File: src/rtl/bhr_pkg.sv
package bhr_pkg;
  typedef enum logic [1:0] {ST_IDLE, ST_HOLD, ST_OWN, ST_DRAIN} bhr_state_e;
  typedef enum logic [1:0] {SRC_ISA = 2'd0, SRC_DISK = 2'd1, SRC_USB = 2'd2, SRC_NONE = 2'd3} bhr_src_e;
endpackage

File: src/rtl/bhr_prio.sv
module bhr_prio #(
  parameter int N_ISA = 4,
  localparam int CW = (N_ISA > 1) ? $clog2(N_ISA) : 1
) (
  input  logic [N_ISA-1:0] isa_dreq,
  input  logic             disk_req,
  input  logic             usb_req,
  output bhr_pkg::bhr_src_e src,
  output logic [CW-1:0]    chan
);
  import bhr_pkg::*;

  always_comb begin
    chan = '0;
    for (int i = N_ISA - 1; i >= 0; i--) begin
      if (isa_dreq[i]) chan = CW'(i);
    end
    if (|isa_dreq)    src = SRC_ISA;
    else if (disk_req) src = SRC_DISK;
    else if (usb_req)  src = SRC_USB;
    else               src = SRC_NONE;
  end
endmodule

File: src/rtl/bhr_lat_timer.sv
module bhr_lat_timer #(
  parameter int LAT_W = 8
) (
  input  logic             clk,
  input  logic             rst_n,
  input  logic             load,
  input  logic             run,
  input  logic [LAT_W-1:0] load_val,
  output logic             expired
);
  logic [LAT_W-1:0] cnt;

  function automatic logic [LAT_W-1:0] step_down(input logic [LAT_W-1:0] v);
    return (v == '0) ? v : v - 1'b1;
  endfunction

  always_ff @(posedge clk) begin
    if (!rst_n)    cnt <= '0;
    else if (load) cnt <= load_val;
    else if (run)  cnt <= step_down(cnt);
  end

  assign expired = run && (cnt == '0);

  p_count_down_r5: assert property (@(posedge clk) disable iff (!rst_n)
    (run && !load && cnt != '0) |=> (cnt + 1'b1 == $past(cnt)));
  p_load_r5: assert property (@(posedge clk) disable iff (!rst_n)
    load |=> (cnt == $past(load_val)));
endmodule

File: src/rtl/bus_hold_req.sv
module bus_hold_req #(
  parameter int N_ISA = 4,
  parameter int LAT_W = 8,
  localparam int CW = (N_ISA > 1) ? $clog2(N_ISA) : 1
) (
  input  logic             clk,
  input  logic             rst_n,
  input  logic [N_ISA-1:0] isa_dreq,
  input  logic             isa_done,
  input  logic             disk_req,
  input  logic             disk_done,
  input  logic             usb_req,
  input  logic             usb_done,
  input  logic [LAT_W-1:0] lat_value,
  input  logic             hold_ack_n,
  output logic             hold_req_n,
  output logic             grant_isa,
  output logic             grant_disk,
  output logic             grant_usb,
  output logic [N_ISA-1:0] isa_dack
);
  import bhr_pkg::*;

  bhr_state_e state;
  bhr_src_e   owner, pick_src;
  logic [CW-1:0] chan, pick_chan;

  logic any_req, sel_req, sel_done, tmr_exp;
  logic start_ev, grab_ev, withdraw_ev, release_ev, rearm_ev;

  bhr_prio #(.N_ISA(N_ISA)) u_prio (
    .isa_dreq(isa_dreq), .disk_req(disk_req), .usb_req(usb_req),
    .src(pick_src), .chan(pick_chan)
  );

  bhr_lat_timer #(.LAT_W(LAT_W)) u_tmr (
    .clk(clk), .rst_n(rst_n), .load(grab_ev), .run(state == ST_OWN),
    .load_val(lat_value), .expired(tmr_exp)
  );

  assign any_req = (pick_src != SRC_NONE);

  always_comb begin
    case (owner)
      SRC_ISA:  begin sel_req = isa_dreq[chan]; sel_done = isa_done;  end
      SRC_DISK: begin sel_req = disk_req;       sel_done = disk_done; end
      SRC_USB:  begin sel_req = usb_req;        sel_done = usb_done || tmr_exp; end
      default:  begin sel_req = 1'b0;           sel_done = 1'b1;      end
    endcase
  end

  assign start_ev    = (state == ST_IDLE)  && any_req && hold_ack_n;
  assign withdraw_ev = (state == ST_HOLD)  && !sel_req;
  assign grab_ev     = (state == ST_HOLD)  && sel_req && !hold_ack_n;
  assign release_ev  = (state == ST_OWN)   && (sel_done || !sel_req);
  assign rearm_ev    = (state == ST_DRAIN) && hold_ack_n;

  always_ff @(posedge clk) begin
    if (!rst_n) begin
      state <= ST_IDLE;
      owner <= SRC_NONE;
      chan  <= '0;
    end else begin
      if (start_ev) begin
        state <= ST_HOLD;
        owner <= pick_src;
        chan  <= pick_chan;
      end else if (withdraw_ev || release_ev) begin
        state <= ST_DRAIN;
      end else if (grab_ev) begin
        state <= ST_OWN;
      end else if (rearm_ev) begin
        state <= ST_IDLE;
        owner <= SRC_NONE;
      end
    end
  end

  assign hold_req_n = !((state == ST_HOLD) || (state == ST_OWN));
  assign grant_isa  = (state == ST_OWN) && (owner == SRC_ISA);
  assign grant_disk = (state == ST_OWN) && (owner == SRC_DISK);
  assign grant_usb  = (state == ST_OWN) && (owner == SRC_USB);

  always_comb begin
    isa_dack = '0;
    if (grant_isa) isa_dack[chan] = 1'b1;
  end

  p_grant_after_ack_r1: assert property (@(posedge clk) disable iff (!rst_n)
    $rose(grant_isa || grant_disk || grant_usb) |-> $past(!hold_ack_n && !hold_req_n));
  p_hold_on_req_r2: assert property (@(posedge clk) disable iff (!rst_n)
    start_ev |=> !hold_req_n);
  p_dack_in_grant_r3: assert property (@(posedge clk) disable iff (!rst_n)
    (|isa_dack) |-> grant_isa);
  p_dack_onehot_r3: assert property (@(posedge clk) disable iff (!rst_n)
    $onehot0(isa_dack));
  p_owner_stable_r4: assert property (@(posedge clk) disable iff (!rst_n)
    (state != ST_IDLE && $past(state != ST_IDLE)) |-> $stable(owner));
  p_usb_expire_r5: assert property (@(posedge clk) disable iff (!rst_n)
    (grant_usb && tmr_exp) |=> hold_req_n);
  p_usb_done_r6: assert property (@(posedge clk) disable iff (!rst_n)
    (grant_usb && usb_done) |=> (!grant_usb && hold_req_n));
  p_release_r7: assert property (@(posedge clk) disable iff (!rst_n)
    release_ev |=> hold_req_n);
  p_no_rearm_r8: assert property (@(posedge clk) disable iff (!rst_n)
    (state == ST_DRAIN && !hold_ack_n) |=> hold_req_n);
  p_withdraw_r9: assert property (@(posedge clk) disable iff (!rst_n)
    withdraw_ev |=> (hold_req_n && !grant_isa && !grant_disk && !grant_usb));
  p_one_grant_r11: assert property (@(posedge clk) disable iff (!rst_n)
    $onehot0({grant_isa, grant_disk, grant_usb}));
endmodule

File: config.mk
export PLATFORM = sky130hd
export DESIGN_NAME = bus_hold_req
export DESIGN_NICKNAME = d
export VERILOG_FILES = /design/src/rtl/bhr_pkg.sv /design/src/rtl/bhr_prio.sv /design/src/rtl/bhr_lat_timer.sv /design/src/rtl/bus_hold_req.sv
export SDC_FILE = /design/constraint.sdc
export NUM_CORES = 1
export LEC_CHECK = 0
export BUFFER_PORTS_ARGS = -buffer_cell sky130_fd_sc_hd__buf_2
export CAP_MARGIN = 20
export CORE_MARGIN = 5
export CORE_UTILIZATION = 45
export CTS_BUF_LIST = sky130_fd_sc_hd__clkbuf_4 sky130_fd_sc_hd__clkbuf_8 sky130_fd_sc_hd__clkbuf_16
export DETAILED_ROUTE_END_ITERATION = 6
export PLACE_DENSITY = 0.7
export SLEW_MARGIN = 20
export SYNTH_ARGS = -nofsm -noshare
export SYNTH_HDL_FRONTEND = slang
export SYNTH_SLANG_ARGS = --single-unit
File: constraint.sdc
create_clock -name clk -period 2.1 [get_ports clk]
set_input_delay 0.315 -clock clk [delete_from_list [all_inputs] [get_ports clk]]
set_output_delay 0.315 -clock clk [all_outputs]
set_load 0.005 [all_outputs]
==> results of run 1 <==
power by group through the flow:
stage                     sequential [W]  combinational [W]  clock [W]
after CTS                       0.000446           0.000722   0.000162
after detailed placement        0.000453           0.000719          0
after global routing            0.000463           0.000820   0.000173
after floorplan                 0.000422           0.000578          0
after global placement          0.000446           0.000695          0
final                           0.000446           0.000722   0.000156
final timing paths:
path,endpoint,slack [ns],depth (start not counted)
worst max register to register,owner[0],0.38,7
worst max-delay path,isa_dack[0],0.19,5
worst min-delay path,u_tmr.cnt[4],0.27,2
worst min register to register,state[1],0.52,2
timing repair:
action / 4_1_cts / 5_1_grt
setup endpoints to repair: 0 / 1
resized for setup: 0 / 1
hold buffers: 0 / 0
layer usage:
layer / wire length [um] / part of all wire
met5: 0 / 0
met4: 23 / 0.0093
met3: 115 / 0.047
met2: 1230 / 0.50
met1: 1100 / 0.45
stage by stage:
stage	total power [W]	utilization	instances	hold slack, ns	worst slack [ns]
finish	0.00132	0.553	189	0.268	0.195
global route	0.00146	0.553	189	0.272	0.0875
CTS	0.00133	0.552	189	0.260	0.0736
detailed placement	0.00117	0.542	186	0.504	0.393
global placement	0.00114	0.542	186	0.508	0.420
floorplan	0.00100	-	136	0.443	0.509
kinds of logic (layout without fill, tap and decap cells):
group,after synthesis,in the layout,share of synthesized area
AND/OR/NAND/NOR,57,57,0.288
AO/OA/AOI/OAI,34,34,0.230
flip-flops,14,14,0.264
buffers and inverters,14,39,0.0508
XOR/XNOR,7,7,0.0579
adder cells (fa/ha/maj),6,6,0.0708
multiplexers,4,4,0.0378
sequential cells by signal, indices dropped and copies added, names as in the netlist:
register,cells
chan,2
owner,2
state,2
u_tmr.cnt,8
cells in the mapped netlist, drive strengths merged (5+ instances only):
master,count
dfxtp,14
nor2b,5
inv,9
nand2,17
xor2,5
ha,6
o21ai,8
a21oi,9
nor2,10
nor3,5
critical path, cell delays in order (launching register included):
cell and delay [ns]:
dfxtp_1 0.35, inv_1 0.09, ha_2 0.29, and3_1 0.25
nor3b_1 0.18, buf_2 0.14
area by class of cell:
type / instances / area (um2)
fillers: 232 / 998
multi-input cells: 108 / 728
flip-flops and latches: 14 / 280
repair buffers: 27 / 135
well taps: 28 / 35.0
inverters: 9 / 33.8
clock buffers: 3 / 22.5
==> key figures, run 1 <==
Power
  – Leak: 0.615 nW
  – Combinational share of power: 0.546
  – Pwr Density: 1070 nW/um2
  – Part of the power in registers: 0.337
  – Int Pwr: 0.000744 W
  – Clock power share: 0.118
  – Worst VDD drop: 0.000677 V
  – Switching Fraction: 0.438
  – Sw Pwr: 0.000579 W

Synth
  – Yosys warns: 0
  – Synthesis-stage register bit count: 14
  – Post-synth top area share: 0.264
  – Area leader, netlist: dfxtp_1
  – Post-synth EDFFs: 0
  – Area contributors post-synth: dfxtp_1 26%, ha_1 7.1%, nand2_1 6.0%, a21oi_1 4.3%, xor2_1 4.1%
  – Sequential share of the synthesized area: 0.264
  – Mapped cell area: 1060 um2
  – Synth cell types: 37
  – Cells after synthesis: 136
  – Average cell area after synthesis: 7.79 um2
  – Synth Net Count: 162
  – Top_reg_cell synth: dfxtp_1
  – Ys async rst share: 0

Placed design
  – # port buffers: 27
  – DP HPWL: 1960 um
  – Placed cell area: 1210 um2
  – Routability Congestion: 0.808

Floorplanning
  – Die X: 58.5 um
  – Placeable Area: 2230 um2
  – I/O pins: 28
  – Die height: 58.5 um
  – Cell Rows: 17
  – Initial Utilization: 0.475
  – Die Area: 3430 um2

Route
  – Drt first pass iters: 4
  – WL final: 2460 um
  – Drt initial violations: 39
  – Vias per cell: 5.42
  – DRC Markers: 0
  – Vias: 1025
  – Mean routed wirelength per cell: 13.0 um
  – Remaining antenna violation count after routing: 0

Timing
  – Hold Vio Cnt, Final: 0
  – Fmax: 0.525 GHz
  – TNS Setup: 0 ns
  – Slew margin rel.: 0.631
  – Final setup vio count: 0
  – Final Critical Period: 1.91 ns
  – Clock Skews: 0.00235 ns
  – Period utilisation layout: 0.907
  – RSZ-0062 raised after global routing: no
  – Max-slew violations: 0
  – Slew of the pin with the lowest slew margin: 0.549 ns

Global routing
  – GRT met2 Usage: 0.276
  – Total global-route track usage: 0.153
  – Initial antenna violation count: 0
  – First-pass GRT wire length: 4170 um
  – Vias in the first global route: 1024
  – Largest net degree at the start of global routing: 18
  – Met1 usage: 0.173
  – Top Usage Layer GRT: met2
  – Met3 Track Usage GR: 0.0241
  – Total grt overflow: 0

Job
  – MaxCap Viol Count: 0

Cells and area
  – Commonest non-fill, non-tap cell in the layout: buf_2
  – Design Area, Final: 1230 um2
  – Area growth from synthesis to layout: 16.5%
  – Inserted Diodes: 0
  – Share of cells above drive strength 1: 0.230
  – Layout Nets: 189
  – Most frequent cells in the layout: 27 x buf_2, 17 x nand2_1, 14 x dfxtp_1

Worst setup path
  – Worst Setup SP: state[0]
  – CP startpoint kind: register
  – Category of the critical setup timing path: reg2out
  – Worst r2r src: u_tmr.cnt[0]
  – WP data required: 1.78 ns
  – Max Fanout on Critical Path: 11
  – Worst Path Arrival: 1.59 ns
  – Crit end category: primary output

Clock network
  – TritonCTS clock tree: yes
  – H-tree depth: 1
  – Worst-Skew Late Latency: 0.28 ns
  – Clock sinks: 14
  – CTS buffer count: 3
  – Clock slew at reported path FFs: 0.08 ns
  – Clk buf depth: 2
  – Root Buffer: clkbuf_4
  – Post-CTS Repair Setup Buffers: 0

Outcome
  – Run status: finished, final reports clean

Min path
  – Hold path startpoint: lat_value[4]
  – Worst Hold Class: in2reg
(Power assumes the default switching activity.)
==> run 2: changes to the inputs <==
--- a/config.mk
+++ b/config.mk
@@ -6,5 +6,5 @@
 export NUM_CORES = 1
 export LEC_CHECK = 0
-export BUFFER_PORTS_ARGS = -buffer_cell sky130_fd_sc_hd__buf_2
+export BUFFER_PORTS_ARGS = -buffer_cell sky130_fd_sc_hd__buf_4
 export CAP_MARGIN = 20
 export CORE_MARGIN = 5
==> constraint.sdc (replaced) <==
create_clock -name clk -period 2.1 [get_ports clk]
set_input_delay 0.21 -clock clk [delete_from_list [all_inputs] [get_ports clk]]
set_output_delay 0.21 -clock clk [all_outputs]
set_load 0.005 [all_outputs]
==> run 2 against run 1 <==
- clock skew increased by 0.0020 ns
- die area unchanged
- sequential power about the same
- via count increased by 1.1%
- non-clock buffer count unchanged
- setup slack got worse by 0.045 ns
- design area increased by 5.3%
- critical endpoint unchanged
- largest power group unchanged
==> key figures, run 2 (same netlist as run 1, synthesis figures left out) <==
Global routing
  – Largest net degree at the start of global routing: 18 (unchanged)
  – Initial antenna violation count: 0 (unchanged)
  – Total global-route track usage: 0.154 (+0.000560)
  – First-pass GRT wire length: 4170 um (+0.17%)
  – Vias in the first global route: 995 (-2.8%)
  – Total grt overflow: 0 (unchanged)

Clock network
  – Worst-Skew Late Latency: 0.29 ns (about the same)
  – H-tree depth: 1 (unchanged)
  – Clk buf depth: 2 (unchanged)
  – Clock sinks: 14 (unchanged)
  – Root Buffer: clkbuf_4
  – Hold buffer count at CTS: 0 (unchanged)
  – Clock slew at reported path FFs: 0.09 ns (about the same)
  – Post-CTS Repair Setup Buffers: 0 (unchanged)
  – TritonCTS clock tree: yes
  – Resize count post-CTS: 0 (unchanged)
  – CTS buffer count: 3 (unchanged)

Timing
  – TNS Setup: 0 ns (unchanged)
  – Max-slew violations: 0 (unchanged)
  – RSZ-0062 raised after global routing: no
  – Final setup vio count: 0 (unchanged)
  – Slew margin rel.: 0.620 (-0.0113)
  – Period utilisation layout: 0.929 (+0.0213)
  – Clock Skews: 0.00433 ns (+0.00198 ns)
  – Hold Vio Cnt, Final: 0 (unchanged)
  – Fmax: 0.513 GHz (-2.3%)
  – Slew of the pin with the lowest slew margin: 0.565 ns (+0.0167 ns)
  – Final Critical Period: 1.95 ns (+0.0448 ns)

Job
  – MaxCap Viol Count: 0 (unchanged)

Power
  – Part of the power in registers: 0.334 (-0.003)
  – Pwr Density: 1030 nW/um2 (-3.8%)
  – Leak: 0.634 nW (+3.0%)
  – Worst VDD drop: 0.000622 V (-8.1%)
  – Combinational share of power: 0.548 (+0.002)
  – Switching Fraction: 0.433 (-0.00483)
  – Clock power share: 0.118 (about the same)
  – Int Pwr: 0.000760 W (+2.1%)
  – Sw Pwr: 0.000580 W (+0.15%)

Cells and area
  – Max FFs per register: 8 (unchanged)
  – Most frequent cells in the layout: 27 x buf_4, 17 x nand2_1, 14 x dfxtp_1
  – Fill count: 228 (-1.7%)
  – Layout Nets: 189 (unchanged)
  – Inserted Diodes: 0 (unchanged)
  – Area growth from synthesis to layout: 22.7%
  – Share of cells above drive strength 1: 0.224 (-0.00621)
  – Register area: 280 um2 (unchanged)
  – Multi-input logic area: 726 um2 (-0.34%)
  – Commonest non-fill, non-tap cell in the layout: buf_4
  – Reg with most FFs: u_tmr.cnt
  – Post-Layout Cell Count: 189 (unchanged)

Worst setup path
  – Critical Path Sink: isa_dack[0]
  – Crit-path slowest cell: ha_1
  – Top delay family on crit path: simple AND/OR/NAND/NOR gates
  – Reg2reg setup slack: 0.38 ns (about the same)
  – CP startpoint kind: register
  – Worst r2r src: u_tmr.cnt[0]
  – Category of the critical setup timing path: reg2out
  – Critical Path Stages: 5 (unchanged)
  – Max Fanout on Critical Path: 11 (unchanged)
  – Worst Setup SP: state[0]
  – Worst-case reg-to-reg path depth: 7 (unchanged)
  – Critical R2R Capture: u_tmr.cnt[4]
  – WP data required: 1.89 ns (+0.11 ns)
  – Bufs and invs on worst path: 2 (unchanged)
  – CP Cell Sequence: inv_1 -> ha_1 -> and3_1 -> nor3b_1 -> buf_4
  – Worst Path Arrival: 1.74 ns (+0.15 ns)
  – Crit end category: primary output
  – Slowest cell delay on critical path: 0.38 ns (+0.03 ns)

Route
  – Drt initial violations: 26 (-33%)
  – DRC Markers: 0 (unchanged)
  – WL final: 2460 um (about the same)
  – Vias: 1036 (+1.1%)
  – Mean routed wirelength per cell: 13.0 um (about the same)
  – Vias per cell: 5.48 (+1.1%)
  – Remaining antenna violation count after routing: 0 (unchanged)
  – Drt first pass iters: 4 (unchanged)

Min path
  – Worst Hold Class: in2reg

Outcome
  – Run status: finished, final reports clean

Floorplanning
  – I/O pins: 28 (unchanged)
  – Die X: 58.5 um (unchanged)
  – Die Area: 3430 um2 (unchanged)
  – Placeable Area: 2230 um2 (unchanged)
  – Cell Rows: 17 (unchanged)
  – Die height: 58.5 um (unchanged)
  – Initial Utilization: 0.475 (unchanged)

Placed design
  – Placed cell count: 186 (unchanged)
  – # port buffers: 27 (unchanged)
  – DP HPWL: 1960 um (about the same)
  – Routability Congestion: 0.847 (+4.8%)
==> run 2: power by group through the flow <==
stage                     clock, W  sequential [W]  combinational [W]
after floorplan                  0        0.000422           0.000578
after global placement           0        0.000445           0.000717
after detailed placement         0        0.000454           0.000737
after CTS                 0.000155        0.000448           0.000740
after global routing      0.000173        0.000464           0.000825
final                     0.000158        0.000448           0.000734
==> run 2: metal layers <==
layer | vias to the layer above | track usage | part of all wire
li1 | 535 | - | -
met1 | 466 | 0.178 | 0.44
met2 | 27 | 0.265 | 0.49
met3 | 8 | 0.0263 | 0.049
met4 | 0 | 0.0861 | 0.023
met5 | - | 0 | 0
==> run 2: layout make-up <==
class | instances | area share
clock buffers | 3 | 0.0173
inverters | 9 | 0.0260
multi-input cells | 108 | 0.558
flip-flops and latches | 14 | 0.216
well taps | 28 | 0.0269
repair buffers | 27 | 0.156
==> run 2: per-stage QoR <==
step / worst slack, ns / power [W] / instance area (um2) / hold slack [ns] / util
after floorplan: 0.509 / 0.00100 / 1060 / 0.338 / -
after global placement: 0.403 / 0.00116 / 1280 / 0.449 / 0.572
after detailed placement: 0.388 / 0.00119 / 1280 / 0.456 / 0.572
after CTS: 0.141 / 0.00134 / 1300 / 0.161 / 0.582
after global routing: 0.0141 / 0.00146 / 1300 / 0.156 / 0.582
final: 0.150 / 0.00134 / 1300 / 0.156 / 0.582
==> run 2: worst min-delay path by stage <==
stage / slack [ns] / cells after the start / startpoint / end
floorplan: 0.34 / 1 / rst_n / chan[0]
global placement: 0.45 / 2 / lat_value[7] / u_tmr.cnt[7]
detailed placement: 0.46 / 2 / lat_value[6] / u_tmr.cnt[6]
CTS: 0.16 / 2 / lat_value[6] / u_tmr.cnt[6]
global route: 0.16 / 2 / lat_value[7] / u_tmr.cnt[7]
finish: 0.16 / 2 / lat_value[7] / u_tmr.cnt[7]
